**src/rtl/mmu_attr_pkg.sv**
```systemverilog
package mmu_attr_pkg;
  typedef enum logic [1:0] {
    MT_STRONG = 2'b00,
    MT_DEVICE = 2'b01,
    MT_NORM_NC = 2'b10,
    MT_NORM_C = 2'b11
  } mem_type_e;

  localparam int NUM_WORLDS = 2;
endpackage

```
**src/rtl/ctl_bank.sv**
```systemverilog
module ctl_bank #(
  parameter int W = 32
) (
  input  logic         clk,
  input  logic         rst,
  input  logic         wr_en,
  input  logic         wr_sec,
  input  logic [W-1:0] wr_data,
  input  logic         rd_sec,
  output logic [W-1:0] rd_data,
  input  logic         acc_sec,
  output logic [W-1:0] acc_ctl
);
  import mmu_attr_pkg::*;

  logic [W-1:0] bank_q [NUM_WORLDS];

  for (genvar g = 0; g < NUM_WORLDS; g++) begin : g_world
    always_ff @(posedge clk) begin
      if (rst) begin
        bank_q[g] <= '0;
      end else if (wr_en && (wr_sec == g[0])) begin
        bank_q[g] <= wr_data;
      end
    end
  end

  always_ff @(posedge clk) begin
    if (rst) rd_data <= '0;
    else     rd_data <= bank_q[rd_sec];
  end

  assign acc_ctl = bank_q[acc_sec];


  bank_reset_chk: assert property (@(posedge clk)
    $past(rst) |-> (bank_q[0] == '0 && bank_q[1] == '0));


  ns_write_keeps_sec_chk: assert property (@(posedge clk) disable iff (rst)
    (wr_en && !wr_sec) |=> bank_q[1] == $past(bank_q[1]));


  sec_write_keeps_ns_chk: assert property (@(posedge clk) disable iff (rst)
    (wr_en && wr_sec) |=> bank_q[0] == $past(bank_q[0]));
endmodule

```
**src/rtl/attr_resolve.sv**
```systemverilog
module attr_resolve #(
  parameter int W       = 32,
  parameter int M_BIT   = 0,
  parameter int C_BIT   = 2,
  parameter int I_BIT   = 12,
  parameter int TRE_BIT = 28,
  parameter int PRI_LSB = 0,
  parameter int NRM_LSB = 0
) (
  input  logic         clk,
  input  logic         rst,
  input  logic [W-1:0] ctl,
  input  logic         is_fetch,
  input  logic [W-1:0] remap_pri,
  input  logic [W-1:0] remap_nrm,
  output logic         xlat_on,
  output logic         dcache_on,
  output logic [1:0]   mem_type
);
  import mmu_attr_pkg::*;

  localparam int FW = 2;

  logic [FW-1:0] pri_f, nrm_f;
  mem_type_e remap_type, legacy_type, next_type;
  logic unused_bits;

  assign pri_f = remap_pri[PRI_LSB +: FW];
  assign nrm_f = remap_nrm[NRM_LSB +: FW];
  assign unused_bits = ^{remap_pri, remap_nrm, ctl};

  always_comb begin
    if (pri_f[1])
      remap_type = (nrm_f != '0) ? MT_NORM_C : MT_NORM_NC;
    else
      remap_type = mem_type_e'(pri_f);

    if (is_fetch && ctl[I_BIT])
      legacy_type = MT_NORM_C;
    else
      legacy_type = MT_STRONG;

    if (ctl[M_BIT])        next_type = MT_STRONG;
    else if (ctl[TRE_BIT]) next_type = remap_type;
    else                   next_type = legacy_type;
  end

  always_ff @(posedge clk) begin
    if (rst) begin
      xlat_on   <= 1'b0;
      dcache_on <= 1'b0;
      mem_type  <= MT_STRONG;
    end else begin
      xlat_on   <= ctl[M_BIT];
      dcache_on <= ctl[M_BIT] & ctl[C_BIT];
      mem_type  <= next_type;
    end
  end


  legacy_data_strong_chk: assert property (@(posedge clk) disable iff (rst)
    (!ctl[M_BIT] && !ctl[TRE_BIT] && !is_fetch) |=> mem_type == MT_STRONG);


  legacy_fetch_icache_chk: assert property (@(posedge clk) disable iff (rst)
    (!ctl[M_BIT] && !ctl[TRE_BIT] && is_fetch && ctl[I_BIT]) |=> mem_type == MT_NORM_C);


  on_type_zero_chk: assert property (@(posedge clk) disable iff (rst)
    xlat_on |-> mem_type == MT_STRONG);


  dcache_needs_xlat_chk: assert property (@(posedge clk) disable iff (rst)
    dcache_on |-> xlat_on);
endmodule

```
**src/rtl/mmu_attr_top.sv**
```systemverilog
module mmu_attr_top #(
  parameter int W       = 32,
  parameter int M_BIT   = 0,
  parameter int C_BIT   = 2,
  parameter int I_BIT   = 12,
  parameter int TRE_BIT = 28,
  parameter int PRI_LSB = 0,
  parameter int NRM_LSB = 0
) (
  input  logic         clk,
  input  logic         rst,
  input  logic         wr_en,
  input  logic         wr_secure,
  input  logic [W-1:0] wr_data,
  input  logic         rd_secure,
  output logic [W-1:0] rd_data,
  input  logic         acc_secure,
  input  logic         acc_fetch,
  input  logic [W-1:0] remap_pri,
  input  logic [W-1:0] remap_nrm,
  output logic         xlat_on,
  output logic         dcache_on,
  output logic [1:0]   mem_type
);
  logic [W-1:0] acc_ctl;

  ctl_bank #(.W(W)) u_bank (
    .clk     (clk),
    .rst     (rst),
    .wr_en   (wr_en),
    .wr_sec  (wr_secure),
    .wr_data (wr_data),
    .rd_sec  (rd_secure),
    .rd_data (rd_data),
    .acc_sec (acc_secure),
    .acc_ctl (acc_ctl)
  );

  attr_resolve #(
    .W(W), .M_BIT(M_BIT), .C_BIT(C_BIT), .I_BIT(I_BIT),
    .TRE_BIT(TRE_BIT), .PRI_LSB(PRI_LSB), .NRM_LSB(NRM_LSB)
  ) u_resolve (
    .clk       (clk),
    .rst       (rst),
    .ctl       (acc_ctl),
    .is_fetch  (acc_fetch),
    .remap_pri (remap_pri),
    .remap_nrm (remap_nrm),
    .xlat_on   (xlat_on),
    .dcache_on (dcache_on),
    .mem_type  (mem_type)
  );
endmodule

```
**config.mk**
```make
export PLATFORM = sky130hd
export DESIGN_NAME = mmu_attr_top
export DESIGN_NICKNAME = d
export VERILOG_FILES = /design/src/rtl/mmu_attr_pkg.sv /design/src/rtl/ctl_bank.sv /design/src/rtl/attr_resolve.sv /design/src/rtl/mmu_attr_top.sv
export SDC_FILE = /design/constraint.sdc
export NUM_CORES = 1
export LEC_CHECK = 0
export BUFFER_PORTS_ARGS = -buffer_cell sky130_fd_sc_hd__buf_2
export CAP_MARGIN = 15
export CORE_UTILIZATION = 52
export DETAILED_ROUTE_END_ITERATION = 12
export PLACE_DENSITY_LB_ADDON = 0.3
export REMOVE_ABC_BUFFERS = 1
export SYNTH_ARGS = -nofsm -noshare
export SYNTH_HDL_FRONTEND = slang
export SYNTH_SLANG_ARGS = --single-unit
export TNS_END_PERCENT = 20
```
**constraint.sdc**
```tcl
create_clock -name clk -period 2.98 [get_ports clk]
set_input_delay 0.149 -clock clk [delete_from_list [all_inputs] [get_ports clk]]
set_output_delay 0.149 -clock clk [all_outputs]
set_load 0.02 [all_outputs]
```
==> flow_metrics.tcl <==
set metrics [dict create \
    status "finished, final reports clean" \
    worst_setup_path_start_kind "input pin" \
    grt_max_degree 36 \
    min_period_over_period 0.361 \
    insertion_delay_ns 0.35 \
    port_buffers 78 \
    p_leak_nw 1.93 \
    routabilityCongestion 0.674 \
    hp-class "in -> reg" \
    synth_area_leaders "edfxtp_1 52%, dfxtp_1 19%, and2_1 11%" \
    syn_inst 264 \
    grt_pass1_wl_um 9300 \
    worst_ep_required_time_ns 2.96 \
    crit_type "in -> reg" \
    fin_crit_ns 1.07 \
    yosys_warnings 0 \
    ios 139 \
    core_area_mm2 0.00687 \
    die_area_mm2 0.00750 \
    drt_drc_violations_left 0 \
    ctsHtreeMaxLevel 3 \
    clkTransAtPathRegs_ns 0.09 \
    nets 444 \
    yosysSeqAreaShare 0.710 \
    cts.sinks 100 \
    worst_slack_ns 1.91 \
    skew_ns 0.00806 \
    synth-edff-count 64 \
    slew_headroom 0.347 \
    place_ws_ns 1.53 \
    hold_viol 0 \
    syn-cell-area_mm2 0.00372 \
    first_global_vias 2021 \
    grt_setup_unrepaired "no" \
    fp.dieW_um 86.6 \
    ir_drop_mv 0.262 \
    synth_cell_types 17 \
    yosysTopAreaCell "edfxtp_1" \
    grt-ovfl-total 0 \
    tightest_slew_ns 0.980 \
    vias 2075 \
    ys_async_sr_fraction 0 \
    via_per_inst 4.69 \
    start_util 0.542 \
    synth_seq_cells 100 \
    ys_top_cells_by_count "64 x and2_1, 64 x edfxtp_1, 36 x dfxtp_1, 36 x nor2_1, 35 x mux2i_1" \
    antenna_cells 0 \
    avgSynthCellArea_um2 14.1 \
    total_power_mw 2.85 \
    dp_hpwl_um 3780 \
    end_kind "flip-flop" \
    critPathMaxFanout 32 \
    drv_cap 0 \
    slew_violations 0 \
    ys.flop_type "edfxtp_1" \
    yosysTopAreaCellShare 0.517 \
    rows 30 \
    final_antenna_net_count 0 \
    design_area_mm2 0.00440 \
    cts_tree "yes" \
    antenna_found_initial 0 \
    ctsHoldBuffers 0 \
    fin_tns_setup_ns 0 \
    ctsResizeCount 0 \
    drt_iter0_drc 68 \
    clockBufferDepth 2 \
    grt_use_total 0.172 \
    cpMaxStageDelayCell "nand2b_2" \
    power_density_mw_per_mm2 648 \
    drive_gt1_frac 0.298 \
    cts_setup_buffers 0 \
    die_y_um 86.6 \
    placed_area_mm2 0.00416 \
    max_stage_delay_ns 0.62 \
    crit_arrival_ns 1.05 \
    setup_viol 0 \
    cts_made_buffers 9 \
    area_growth_pct 18.2 \
    cts-root-buf "clkbuf_8" \
    final_util 0.640 \
    r2r_setup_slack_ns 2.00 \
    totalWireLength_um 5960 \
    wl_per_cell_um 13.5 \
    cp_cell_sequence "buf_2, nand2b_1, nand2b_2" \
    firstDrtPassIters 4 \
    fmax_ghz 0.931 \
]
-- flip-flops by register name (all words and copies together) (netlist names) --
register             cells
u_bank.bank_q           64
u_bank.rd_data          32
u_resolve.mem_type       2
u_resolve.dcache_on      1
u_resolve.xlat_on        1
-- power by group --
group	switching (mW)	total, mW	internal, mW
registers	0.0294	1.61	1.58
logic	0.148	0.244	0.0966
clock network	0.438	0.994	0.556
-- stage by stage --
| step | instances | hold WS [ns] |
|---|---|---|
| 2_1_floorplan | 249 | 0.221 |
| 3_3_place_gp | 426 | 0.434 |
| 3_5_place_dp | 426 | 0.438 |
| 4_1_cts | 442 | 0.0619 |
| 5_1_grt | 442 | 0.0632 |
| 6_report | 442 | 0.0733 |
-- per-layer routing --
metal | GRT usage | up-vias | wire (um) | share of wire
li1 | - | 1044 | - | -
met1 | 0.188 | 968 | 2390 | 0.40
met2 | 0.310 | 55 | 3180 | 0.53
met3 | 0.0590 | 8 | 323 | 0.054
met4 | 0.0591 | 0 | 66 | 0.011
met5 | 0 | - | 0 | 0
-- final timing paths --
| kind | from | end | cells after the start |
|---|---|---|---|
| worst min-delay path | remap_pri[1] | u_resolve.mem_type[1] | 3 |
| worst max-delay path | wr_secure | u_bank.bank_q[0][10] | 3 |
| worst min register to register | u_bank.bank_q[0][3] | u_bank.rd_data[3] | 2 |
| worst max register to register | u_bank.bank_q[1][12] | u_resolve.mem_type[1] | 3 |
-- area by class of cell --
| class | count | area, um2 |
|---|---|---|
| Clock inverter | 7 | 114 |
| Clock buffer | 9 | 124 |
| Timing Repair Buffer | 81 | 413 |
| Sequential cell | 100 | 2640 |
| Fill cell | 517 | 2470 |
| Tap cell | 96 | 120 |
| Multi-Input combinational cell | 149 | 985 |
-- cells by family (layout without fill, tap and decap cells) --
group | after synthesis | in the layout | synth area share
compound gates | 4 | 4 | 0.00740
buf+inv | 15 | 97 | 0.0269
flops | 100 | 100 | 0.710
mux | 35 | 35 | 0.0942
simple gates | 110 | 110 | 0.161
-- placed cells by master (no fill, tap or decap) --
cell type  instances
nor2_2             2
inv_6              1
a21oi_1            1
clkinv_2           3
clkbuf_8           9
nor3_1             1
and3b_2            1
a21oi_2            1
nor3b_1            1
mux2i_1           35
nor2_1            35
o21ai_1            1
edfxtp_1          64
and2_1            64
dfxtp_1           36
bufinv_16          3
nand2_1            1
a211o_1            1
nand2b_1           3
buf_4              3
nand2b_2           2
buf_2             78
-- worst max-delay path, delay by kind of cell --
| kind | cells | cell delay (ns) |
|---|---|---|
| buf+inv | 1 | 0.10 |
| simple gates | 2 | 0.79 |
Power figures use the tool's default switching activity.
